`src/rtl/icu_pkg.sv`:
```
package icu_pkg;

  localparam int SET_W   = 32;
  localparam int LVL_W   = 4;
  localparam int NUM_LVL = 16;

  typedef enum logic [1:0] {
    K_STAT = 2'd0,
    K_CLR  = 2'd1,
    K_EN   = 2'd2,
    K_RSV  = 2'd3
  } reg_kind_e;

  // Fixed priority level of a source; 0 means low class.
  function automatic logic [LVL_W-1:0] hi_level(input int set_idx, input int bit_idx);
    case (set_idx * SET_W + bit_idx)
      185, 184: return 4'd15;
      190:      return 4'd14;
      189:      return 4'd13;
      95:       return 4'd11;
      85:       return 4'd10;
      96, 97:   return 4'd8;
      128, 129: return 4'd6;
      50:       return 4'd4;
      49:       return 4'd3;
      59:       return 4'd2;
      167, 160: return 4'd1;
      default:  return 4'd0;
    endcase
  endfunction

  function automatic logic [SET_W-1:0] hi_bits(input int set_idx);
    logic [SET_W-1:0] r;
    r = '0;
    for (int b = 0; b < SET_W; b++) r[b] = (hi_level(set_idx, b) != '0);
    return r;
  endfunction

endpackage

```
`src/rtl/icu_regset.sv`:
```
module icu_regset
  import icu_pkg::*;
#(
  parameter int IDX = 1
) (
  input  logic             clk,
  input  logic             rst,
  input  logic [SET_W-1:0] pulse_i,
  input  logic             clr_we_i,
  input  logic             en_we_i,
  input  logic [SET_W-1:0] wdata_i,
  output logic [SET_W-1:0] stat_o,
  output logic [SET_W-1:0] en_o,
  output logic             lo_req_o
);

  localparam logic [SET_W-1:0] HI_BITS = hi_bits(IDX);

  logic [SET_W-1:0] stat_q, en_q, clr_mask;

  assign clr_mask = clr_we_i ? wdata_i : '0;

  always_ff @(posedge clk) begin
    if (rst) begin
      stat_q <= '0;
      en_q   <= '0;
    end else begin
      stat_q <= (stat_q & ~clr_mask) | pulse_i;
      if (en_we_i) en_q <= wdata_i;
    end
  end

  assign stat_o   = stat_q;
  assign en_o     = en_q;
  assign lo_req_o = |(stat_q & en_q & ~HI_BITS);

endmodule

```
`src/rtl/icu_prio_enc.sv`:
```
module icu_prio_enc
  import icu_pkg::*;
#(
  parameter int NSETS = 5
) (
  input  logic [NSETS*SET_W-1:0] stat_i,
  input  logic [NUM_LVL-1:1]     mask_i,
  output logic [LVL_W-1:0]       vec_o
);

  logic [NUM_LVL-1:1] lvl_pend;

  always_comb begin
    lvl_pend = '0;
    for (int s = 0; s < NSETS; s++) begin
      for (int b = 0; b < SET_W; b++) begin
        if (hi_level(s + 1, b) != '0)
          lvl_pend[hi_level(s + 1, b)] = lvl_pend[hi_level(s + 1, b)] | stat_i[s*SET_W + b];
      end
    end
  end

  always_comb begin
    vec_o = '0;
    for (int l = 1; l < NUM_LVL; l++) begin
      if (lvl_pend[l] && mask_i[l]) vec_o = LVL_W'(l);
    end
  end

endmodule

```
`src/rtl/icu_two_tier.sv`:
```
module icu_two_tier
  import icu_pkg::*;
#(
  parameter  int NSETS  = 5,
  localparam int SET_AW = $clog2(NSETS + 1),
  localparam int AW     = SET_AW + 2
) (
  input  logic                   clk,
  input  logic                   rst,
  input  logic [NSETS*SET_W-1:0] src_i,
  input  logic                   wr_en,
  input  logic                   rd_en,
  input  logic [AW-1:0]          addr,
  input  logic [SET_W-1:0]       wdata,
  output logic [SET_W-1:0]       rdata,
  output logic                   irq_hi_o,
  output logic                   irq_lo_o
);

  logic [SET_AW-1:0]      sel;
  logic [1:0]             kind;
  logic [NSETS*SET_W-1:0] stat_all, en_all;
  logic [NSETS-1:0]       lo_req;
  logic [NUM_LVL-1:0]     sum_en_q;
  logic [LVL_W-1:0]       hi_vec;
  logic                   hi_flag, lo_flag;
  logic [SET_W-1:0]       rd_val;

  assign {sel, kind} = addr;

  for (genvar g = 1; g <= NSETS; g++) begin : g_set
    localparam logic [SET_AW-1:0] GI = SET_AW'(g);
    logic clr_we, en_we;
    assign clr_we = wr_en && (sel == GI) && (kind == K_CLR);
    assign en_we  = wr_en && (sel == GI) && (kind == K_EN);

    icu_regset #(.IDX(g)) u_set (
      .clk     (clk),
      .rst     (rst),
      .pulse_i (src_i[(g-1)*SET_W +: SET_W]),
      .clr_we_i(clr_we),
      .en_we_i (en_we),
      .wdata_i (wdata),
      .stat_o  (stat_all[(g-1)*SET_W +: SET_W]),
      .en_o    (en_all[(g-1)*SET_W +: SET_W]),
      .lo_req_o(lo_req[g-1])
    );
  end

  always_ff @(posedge clk) begin
    if (rst) sum_en_q <= '0;
    else if (wr_en && (sel == '0) && (kind == K_EN)) sum_en_q <= wdata[NUM_LVL-1:0];
  end

  icu_prio_enc #(.NSETS(NSETS)) u_enc (
    .stat_i(stat_all),
    .mask_i(sum_en_q[NUM_LVL-1:1]),
    .vec_o (hi_vec)
  );

  assign hi_flag = (hi_vec != '0);
  assign lo_flag = |lo_req;

  always_ff @(posedge clk) begin
    if (rst) begin
      irq_hi_o <= 1'b0;
      irq_lo_o <= 1'b0;
    end else begin
      irq_hi_o <= sum_en_q[0] && hi_flag;
      irq_lo_o <= sum_en_q[0] && lo_flag;
    end
  end

  always_comb begin
    rd_val = '0;
    if (sel == '0) begin
      case (kind)
        K_STAT:  rd_val = {hi_flag, lo_flag, {(SET_W-2-LVL_W){1'b0}}, hi_vec};
        K_EN:    rd_val = {{(SET_W-NUM_LVL){1'b0}}, sum_en_q};
        default: rd_val = '0;
      endcase
    end else begin
      for (int s = 0; s < NSETS; s++) begin
        if (sel == SET_AW'(s + 1)) begin
          case (kind)
            K_STAT:  rd_val = stat_all[s*SET_W +: SET_W];
            K_EN:    rd_val = en_all[s*SET_W +: SET_W];
            default: rd_val = '0;
          endcase
        end
      end
    end
  end

  always_ff @(posedge clk) begin
    if (rst) rdata <= '0;
    else if (rd_en) rdata <= rd_val;
  end

endmodule

```
`config.mk`:
```
export PLATFORM = sky130hd
export DESIGN_NAME = icu_two_tier
export DESIGN_NICKNAME = d
export VERILOG_FILES = /design/src/rtl/icu_pkg.sv /design/src/rtl/icu_regset.sv /design/src/rtl/icu_prio_enc.sv /design/src/rtl/icu_two_tier.sv
export SDC_FILE = /design/constraint.sdc
export NUM_CORES = 1
export LEC_CHECK = 0
export ABC_AREA = 1
export BUFFER_PORTS_ARGS = -buffer_cell sky130_fd_sc_hd__buf_4
export CELL_PAD_IN_SITES_DETAIL_PLACEMENT = 0
export CELL_PAD_IN_SITES_GLOBAL_PLACEMENT = 1
export CORE_ASPECT_RATIO = 0.9
export CORE_MARGIN = 3
export CORE_UTILIZATION = 35
export CTS_BUF_LIST = sky130_fd_sc_hd__clkbuf_2
export DETAILED_ROUTE_END_ITERATION = 8
export GPL_TIMING_DRIVEN = 0
export PLACE_DENSITY = 0.76
export SLEW_MARGIN = 20
export SYNTH_ARGS = -nofsm -noshare
export SYNTH_HDL_FRONTEND = slang
export SYNTH_SLANG_ARGS = --single-unit
```
`constraint.sdc`:
```
create_clock -name clk -period 3.75 [get_ports clk]
set_input_delay 0.5625 -clock clk [delete_from_list [all_inputs] [get_ports clk]]
set_output_delay 0.5625 -clock clk [all_outputs]
set_load 0.03 [all_outputs]
```
-- After elaboration in Yosys (flattened, before gate mapping)
Index checks and enable logic that the tools add are counted.
- output and inout port bits: 34
- flip-flop bits (word level): 370
- logic and storage cells: 107
- input port bits: 201
- bitwise operators: 24
- muxes and demuxes: 28
- reduce and logical (&&, ||, !) cells: 34
- eq/ne operators: 7
- operator list (kind ; number):
    32-bit case mux with 2 select lines ; 6
    32-bit two-way mux ; 11
    32-bit AND ; 9
    32-bit NOT ; 5
    32-bit OR ; 5
    145-bit OR reduction ; 1
    4-bit two-way mux ; 9
    31-bit AND ; 1
    1-bit logical AND ; 30
    3-bit by 2-bit equality test with 1-bit output, second input constant ; 2
    3-bit equality test, second input constant ; 2
    1-bit OR ; 4
    4-bit nonzero test ; 1
    3-bit by 1-bit equality test with 1-bit output, second input constant ; 1
    3-bit zero test ; 1
    2-bit by 1-bit equality test with 1-bit output, second input constant ; 1
    2-bit equality test, second input constant ; 1
    2-bit zero test ; 1
    2-bit two-way mux ; 1
    1-bit two-way mux ; 1

-- Longest topological paths before layout
Gate-level depths: netlist of the first run.
- word-level depth: 16
- depth in mapped cells: 15
- mapped depth without buffers: 13

-- Modules after synthesis
Synthesis of the first run repeated with hierarchy kept, for this count alone.
- cell total of the unflattened synthesis: 2636
- area total of the unflattened synthesis: 17345.4 um2
- modules (own cells, without submodules) (module ; cells an instance ; area each (um2) ; sequential area each (um2) ; instances):
    icu_regset at g_set[2].u_set ... ; 334 ; 2441.1 ; 1281.2 ; 3
    icu_two_tier ; 933 ; 4978.5 ; 1001.0 ; 1
    icu_regset at g_set[1].u_set ; 333 ; 2436.1 ; 1281.2 ; 1
    icu_regset at g_set[5].u_set ; 324 ; 2404.8 ; 1281.2 ; 1
    icu_prio_enc ; 44 ; 202.7 ; 0.0 ; 1

-- Least setup slack after synthesis of the first run
No wires, ideal clock.
- path kind: in2reg
- start: in addr[4]
- end: reg g_set[1].u_set.stat_q[12]
- path slack: 1837 ps
- stages: 7
- library setup time: 132 ps
- path buffers: 3
- arrival: 1780 ps
- data required time: 3618 ps
- path through: buf_2 nor3_4 buf_2 nand3_1 clkbuf_1 o21ai_0 a21oi_1
- longest elaborated chain between the ends: 7
- ends and longest elaborated chain (element ; RTL line ; RTL):
    from (decl) ; icu_two_tier.sv:13 ; input logic [AW-1:0] addr,
    3-bit by 1-bit equality test with 1-bit output ; icu_two_tier.sv:34 ; assign clr_we = wr_en && (sel == GI) && (kind == K_CLR);
    1-bit logical AND (2 in series) ; icu_two_tier.sv:34 ;
    32-bit two-way mux ; icu_regset.sv:21 ; assign clr_mask = clr_we_i ? wdata_i : '0;
    32-bit NOT ; icu_regset.sv:28 ; stat_q <= (stat_q & ~clr_mask) | pulse_i;
    32-bit AND ; icu_regset.sv:28 ;
    32-bit OR ; icu_regset.sv:28 ;
    to (signal assigned) ; icu_regset.sv:28 ;
    to (decl) ; icu_regset.sv:19 ; logic [SET_W-1:0] stat_q, en_q, clr_mask;
No other way between the ends.
A chain may end at the register's enable or synchronous reset.

-- Worst setup path in the final report of the first run
- start: in addr[3]
- end: reg g_set[4].u_set.stat_q[14]
- longest elaborated chain between the ends: 7
- ends and longest elaborated chain (element ; RTL line):
    3-bit equality test ; icu_two_tier.sv:34
    1-bit logical AND (2 in series) ; icu_two_tier.sv:34
    32-bit two-way mux ; icu_regset.sv:21
    32-bit NOT ; icu_regset.sv:28
    32-bit AND ; icu_regset.sv:28
    32-bit OR ; icu_regset.sv:28
    to (signal assigned) ; icu_regset.sv:28
    to (decl) ; icu_regset.sv:19
No other way between the ends.

==> summary.txt, run 1 <==
Global-route wire length before repair = 119 mm
GR Util met2 = 0.481
Area delta synth->final = 31.6%
GRT Max-Usage Layer = met2
Pwr dens = 376 nW/um^2
Post-placement cell area = 19400 um^2
Initial core utilization = 0.358
GR Layer Usage met1 = 0.431
Clk_lat worst skew = 1120 ps
Die ar. = 51000 um^2
Setup TNS = 0 ps
Die H = 214 um
Length of the first detailed-routing pass in iterations = 7
Worst Hold End = rdata[0]
Normalized max-slew margin = 0.332
DR WL/cell = 22.5 um
Status = finished, final reports clean
CTS tree = done
Critical path arrival = 3710 ps
Sequential share of the synthesized area = 0.438
Clock sinks = 370
Maxcap violations = 0
Share of cells above drive strength 1 = 0.145
DRC = 0
Clk slew on worst S/H paths = 100 ps
Setup crit start kind = input port
Final Max Slew Viols = 0
Count of final hold-check violations = 0
Most frequent cells in the layout = nand2_1 (598), a21oi_1 (408), dfxtp_1 (370), o21ai_0 (295), inv_1 (249)
Core area = 47200 um^2
Root buf cell = clkbuf_2
Rows = 75
Pin count of the biggest net entering global routing = 14
Lkg Pwr = 10.2 nW
Met3 Use GR = 0.0880
Synth warnings = 0
Vias in the first global route = 18853
Setup Fix Bufs, Post-CTS = 0
Synthesized area = 16900 um^2
Vias post-DR = 19962
Unique cell type count in the Yosys netlist = 33
PortBufs = 230
Most common cell after layout, fill and taps aside = nand2_1
# fillers = 4893
Fin worst setup slack = 1010 ps
Fmax = 0.365 GHz
Net count after synthesis = 2666
Final worst path period share = 0.730
# IOs = 235
Critical path fanouts, max = 10
Place WS = 809 ps
DP HPWL = 61.8 mm
Drt initial violations = 2440
Minimum clock period = 2740 ps
Nets@finish = 3196
Crit path required time = 4720 ps
Hold path depth = 8
Tightest Pin Transition = 1000 ps
#FFs+latches synth = 370
CTS Buffer Depth = 3
RSZ-0062 raised after global routing = false
Total wire length = 83.0 mm
Post-synthesis cell count = 2465
Hold Startpoint = addr[2]
Reg2reg end = rdata[30]
Maximum VDD drop = 153 uV
Final clock skew = 94.5 ps
Crit path capture type = register
Die width = 238 um
ANT nets after route = 0
GRT Total Usage = 0.315
Initial antenna violation count = 7
Critical path type = input port to register
R2R cell count = 10
Num CTS Buffers = 100
Syn Area/Cell = 6.86 um^2
GP Congestion = 0.963
Final setup violation count = 0
Overflow after GRT = 0
R2R Setup Slk = 1630 ps
Reg-to-Reg Start = g_set[3].u_set.stat_o[23]
H-tree depth = 3
Fin area = 22200 um^2
PnR Total Power = 0.00837 W
Post-DR vias/cell = 5.41
Type of the most critical hold path = input port to register
[worst max path at each step]
stage	start	to	slack [ps]	depth (start not counted)
floorplan	addr[4]	g_set[1].u_set.stat_o[12]	1840	7
global placement	addr[1]	rdata[7]	760	10
detailed placement	addr[1]	rdata[7]	810	10
CTS	addr[3]	g_set[4].u_set.stat_o[14]	1180	10
global route	addr[3]	g_set[4].u_set.stat_o[14]	1010	10
finish	addr[3]	g_set[4].u_set.stat_o[14]	1010	10
[Yosys cell counts]
cell type | number | share of area
nand2_1 | 598 | 0.13
a21oi_1 | 408 | 0.12
dfxtp_1 | 370 | 0.44
o21ai_0 | 295 | 0.087
inv_1 | 249 | 0.055
clkbuf_1 | 110 | 0.024
nor2_1 | 96 | 0.021
o21ai_1 | 75 | 0.022
nand3_1 | 71 | 0.021
buf_2 | 42 | 0.012
o22ai_1 | 25 | 0.0093
clkinv_1 | 23 | 0.0051
a22o_1 | 20 | 0.010
a221o_1 | 14 | 0.0083
a221oi_1 | 14 | 0.0073
inv_2 | 9 | 0.0020
nor3_4 | 7 | 0.0067
buf_1 | 6 | 0.0013
nand4_1 | 6 | 0.0022
nor4_1 | 6 | 0.0022
o211ai_1 | 6 | 0.0027
a21boi_1 | 2 | 0.00089
buf_4 | 2 | 0.00089
nor3_1 | 2 | 0.00059
a21o_1 | 1 | 0.00044
and2_1 | 1 | 0.00037
and3_1 | 1 | 0.00037
nand3_2 | 1 | 0.00059
nand3b_1 | 1 | 0.00044
nor2_2 | 1 | 0.00037
nor2_4 | 1 | 0.00067
nor3_2 | 1 | 0.00059
o21a_1 | 1 | 0.00044
[timing repair]
item,CTS,global route
endpoints found under the setup margin,0,0
hold buffers,198,0
resized for setup,0,0
hold endpoints to repair,275,0
[layer usage]
layer | vias up | routed length (um)
met2 | 1112 | 35700
met1 | 9425 | 35300
met3 | 165 | 9440
met5 | - | 46
li1 | 9252 | -
met4 | 8 | 2440
[report_power, final]
part | internal, W | switching (W)
Clock | 0.00104 | 0.00183
Sequential | 0.00410 | 0.000144
Combinational | 0.000502 | 0.000759
[cell type report]
class,count,area (um^2),share of cell area
sequential,370,7410,0.333
clock inverter,30,119,0.00534
inverter,281,1050,0.0474
tap,616,771,0.0347
multi-input combinational,1654,7780,0.350
timing repair buffer,428,3710,0.167
antenna,4,10.0,0.000450
buffer,160,661,0.0297
clock buffer,146,731,0.0329
[stage by stage]
step	utilization	instances	hold WS [ps]
finish	0.471	3689	105
floorplan	-	2465	440
global placement	0.411	3311	458
global route	0.471	3688	92.7
detailed placement	0.411	3311	460
CTS	0.471	3685	40.3
[worst max-delay path, cell delays in order]
cell and delay [ps]:
dlygate4sd3_1 550, buf_4 170, nor2_1 160, nand2_1 290, inv_1 290, nand3_1 280
clkbuf_1 430, o21ai_0 290, a21oi_1 80, dlygate4sd3_1 580
[flip-flops by register name, indices dropped and copies added (netlist names)]
| name | count |
|---|---|
| g_set.u_set.en_o | 160 |
| g_set.u_set.stat_o | 160 |
| irq_hi_o | 1 |
| irq_lo_o | 1 |
| rdata | 32 |
| sum_en_q | 16 |
[cell families after synthesis]
family / count (synthesis) / share of synthesized area
AO/OA/AOI/OAI: 861 / 0.270
buffers and inverters: 441 / 0.101
flip-flops: 370 / 0.438
AND/OR/NAND/NOR: 793 / 0.190
Note: power is estimated with default switching activity, not from simulation.
==> run 2: changes to the inputs <==
--- a/config.mk
+++ b/config.mk
@@ -5,7 +5,7 @@
 export SDC_FILE = /design/constraint.sdc
 export NUM_CORES = 1
 export LEC_CHECK = 0
-export ABC_AREA = 1
+export ABC_AREA = 0
 export BUFFER_PORTS_ARGS = -buffer_cell sky130_fd_sc_hd__buf_4
 export CELL_PAD_IN_SITES_DETAIL_PLACEMENT = 0
 export CELL_PAD_IN_SITES_GLOBAL_PLACEMENT = 1
@@ -15,7 +15,7 @@
 export CTS_BUF_LIST = sky130_fd_sc_hd__clkbuf_2
 export DETAILED_ROUTE_END_ITERATION = 8
 export GPL_TIMING_DRIVEN = 0
-export PLACE_DENSITY = 0.76
+export PLACE_DENSITY = 0.74
 export SLEW_MARGIN = 20
 export SYNTH_ARGS = -nofsm -noshare
 export SYNTH_HDL_FRONTEND = slang
==> constraint.sdc (replaced) <==
create_clock -name clk -period 2.85 [get_ports clk]
set_input_delay 0.4275 -clock clk [delete_from_list [all_inputs] [get_ports clk]]
set_output_delay 0.4275 -clock clk [all_outputs]
set_load 0.03 [all_outputs]
==> run 2 against run 1 <==
Clock-buffer cell count increased by 1. Register-to-register slack got worse by 1500 ps. Routed wire length increased by 12%. Global-route usage increased by 5.7 points. Critical path type unchanged. Critical endpoint is now g_set[5].u_set.en_o[14].
==> summary.txt, run 2 <==
Status = finished, final reports clean
GP Congestion = 1.01 (+5.0%)
Critical path fanouts, max = 10 (unchanged)
CP max stage cell = dlygate4sd3_1
Share of cells above drive strength 1 = 0.154 (+0.00877)
Place WS = -188 ps (-997 ps)
CTS tree = done
Clock group share of total power = 0.338 (-0.004)
Synthesized area = 16300 um^2 (-3.8%)
Num CTS Buffers = 99 (-1.0%)
Cell breakdown of the critical path = buf_2 > dlygate4sd3_1 > nand3b_4 > dlygate4sd3_1 > nor2_1 > clkbuf_1 > nand2_1 > a21oi_1
Lkg Pwr = 9.20 nW (-10%)
Most area-consuming cells after synthesis = dfxtp_1 (46%), nand2_1 (12%), a21oi_1 (11%)
Post-layout util = 0.513 (+0.0419)
Initial antenna violation count = 3 (-4)
Clock sinks = 370 (unchanged)
CP Buf/Inv Count = 4 (-1)
Switching Power = 0.00362 W (+32%)
Combinational Power Share = 0.156 (+0.005)
Normalized max-slew margin = 0.193 (-0.139)
Crit path capture type = register
Nets@finish = 2955 (-7.5%)
H-tree depth = 3 (unchanged)
# fillers = 4368 (-11%)
Fmax = 0.355 GHz
Post-DR vias/cell = 5.68 (+4.9%)
Final Max Slew Viols = 0 (unchanged)
Setup Fix Bufs, Post-CTS = 0 (unchanged)
PortBufs = 212 (-7.8%)
Commonest cells post-synth = nand2_1 (531), dfxtp_1 (370), a21oi_1 (342)
Clk_lat worst skew = 1160 ps (+40 ps)
Most frequent cells in the layout = nand2_1 (531), dlygate4sd3_1 (395), dfxtp_1 (370), a21oi_1 (342), buf_4 (214)
Post-synthesis cell count = 2046 (-17%)
Synth area leader = dfxtp_1
Final clock skew = 71.0 ps (-23.4 ps)
Tightest Pin Transition = 1200 ps (+200 ps)
Rows = 74 (-1.3%)
Overflow after GRT = 0 (unchanged)
Die width = 233 um (-1.9%)
Initial core utilization = 0.356 (-0.00200)
GRT Total Usage = 0.372 (+0.0572)
#FFs+latches synth = 370 (unchanged)
Seq. cell area = 7410 um^2 (unchanged)
R2R Setup Slk = 100 ps (-1530 ps)
Global-route wire length before repair = 130 mm (+8.8%)
Critical path type = input port to register
Family with the most delay on the worst path = buffers and inverters
Minimum clock period = 2820 ps
Most common cell after layout, fill and taps aside = nand2_1
Final worst path period share = 0.990
P_int = 0.00757 W (+34%)
Share of the synthesized area in the top cell type = 0.456 (+0.0175)
Area of the multi-input gates = 8170 um^2 (+5.0%)
Most frequent cell after synthesis = nand2_1
Die H = 210 um (-1.9%)
Top cell by count, worst path = dlygate4sd3_1
Fin worst setup slack = 29.3 ps (-984 ps)
Total wire length = 93.1 mm (+12%)
Syn Area/Cell = 7.94 um^2 (+16%)
CTS Buffer Depth = 3 (unchanged)
Count of final hold-check violations = 0 (unchanged)
Sequential share of the synthesized area = 0.456 (+0.0175)
DRC = 0 (unchanged)
PnR Total Power = 0.0112 W (+34%)
Maxcap violations = 0 (unchanged)
Length of the first detailed-routing pass in iterations = 5 (-2)
Sw frac = 0.323 (-0.00330)
Critical path arrival = 3850 ps (+140 ps)
ANT nets after route = 0 (unchanged)
Root buf cell = clkbuf_2
Net count after synthesis = 2247 (-16%)
Pin count of the biggest net entering global routing = 13 (-1)
Unique cell type count in the Yosys netlist = 51 (+55%)
Sequential Power Share = 0.507 (about the same)
Setup crit start kind = input port
RSZ-0062 raised after global routing = false
Crit-path max cell delay = 900 ps (+320 ps)
Pwr dens = 478 nW/um^2 (+27%)
DR WL/cell = 27.1 um (+20%)
Final setup violation count = 0 (unchanged)
# IOs = 235 (unchanged)
Drt initial violations = 2257 (-7.5%)
Synth warnings = 0 (unchanged)
Vias post-DR = 19508 (-2.3%)
Crit path required time = 3880 ps (-840 ps)
Type of the most critical hold path = input port to register
Maximum VDD drop = 293 uV (+91%)
Vias in the first global route = 18886 (+0.18%)
Post-synth EDFFs = 0 (unchanged)
Clk slew on worst S/H paths = 100 ps (about the same)
DP HPWL = 66.1 mm (+7.0%)
Area delta synth->final = 44.1%
Most used DFF post-synth = dfxtp_1
Die ar. = 49100 um^2 (-3.7%)
Synth async-reset ratio = 0 (unchanged)
Core area = 45600 um^2 (-3.3%)
run 2: cell types whose count changed after synthesis, sizes merged, moves of 24 or more:
cell	before	now
o21ai	370	33
inv	258	1
mux2i	0	135
nor2	98	208
nand2	598	531
a21oi	408	342
nand3	72	21
a22o	20	47
a211oi	0	25
clkbuf	110	134
run 2: timing repair:
action / 4_1_cts / 5_1_grt
endpoints found under the setup margin: 2 / 20
gates cloned: 0 / 0
pin swaps: 0 / 0
hold buffers: 395 / 0
endpoints found under the hold margin: 335 / 0
resized for setup: 1 / 6
run 2: area by class of cell:
class / count / area share
Buffer: 171 / 0.0298
Clock buffer: 147 / 0.0314
Timing Repair Buffer: 607 / 0.237
Antenna cell: 6 / 0.000641
Inverter: 1 / 0.000160
Sequential cell: 370 / 0.316
Clock inverter: 23 / 0.00390
Tap cell: 608 / 0.0325
Multi-Input combinational cell: 1504 / 0.349
run 2: logic make-up after synthesis:
group                  count (synthesis)  synth area share
AND/OR/NAND/NOR                      802             0.196
AO/OA/AOI/OAI                        555             0.205
flip-flops                           370             0.456
buffers and inverters                172            0.0428
multiplexers                         147            0.0998
run 2: worst register-to-register path, stage by stage (launching register included):
cell,delay (ps)
dfxtp_1,450
a22o_1,290
a221oi_1,560
nand4_1,220
or4_1,500
nor4_4,500
nor2_1,110
run 2: power by group through the flow:
stage	combinational [W]	sequential (W)	clock (W)
final	0.00174	0.00567	0.00378
after global routing	0.00182	0.00567	0.00408
after CTS	0.00168	0.00564	0.00379
after detailed placement	0.00122	0.00576	0
after global placement	0.00121	0.00576	0
after floorplan	0.000591	0.00563	0
run 2: stage by stage:
| stage | hold WS [ps] | cells | cell area, um^2 | setup TNS [ps] |
|---|---|---|---|---|
| 2_1_floorplan | 436 | 2046 | 16300 | 0 |
| 3_3_place_gp | 441 | 2866 | 18600 | -4030 |
| 3_5_place_dp | 448 | 2866 | 18600 | -2790 |
| 4_1_cts | 2.21 | 3431 | 23400 | 0 |
| 5_1_grt | -1.21 | 3437 | 23400 | 0 |
| 6_report | 70.4 | 3437 | 23400 | 0 |
run 2: final timing paths:
| path | to | from | cells after the start |
|---|---|---|---|
| min | g_set[1].u_set.stat_o[3] | src_i[3] | 4 |
| max reg2reg | irq_lo_o | g_set[3].u_set.stat_o[2] | 6 |
| max | g_set[5].u_set.en_o[14] | wr_en | 8 |
| min reg2reg | sum_en_q[12] | sum_en_q[12] | 2 |
run 2: routing by layer:
layer	up-vias	routed length, um	track usage
li1	8566	-	-
met1	9475	37600	0.497
met2	1233	40300	0.560
met3	234	10300	0.0916
met4	0	4930	0.184
met5	-	0	0
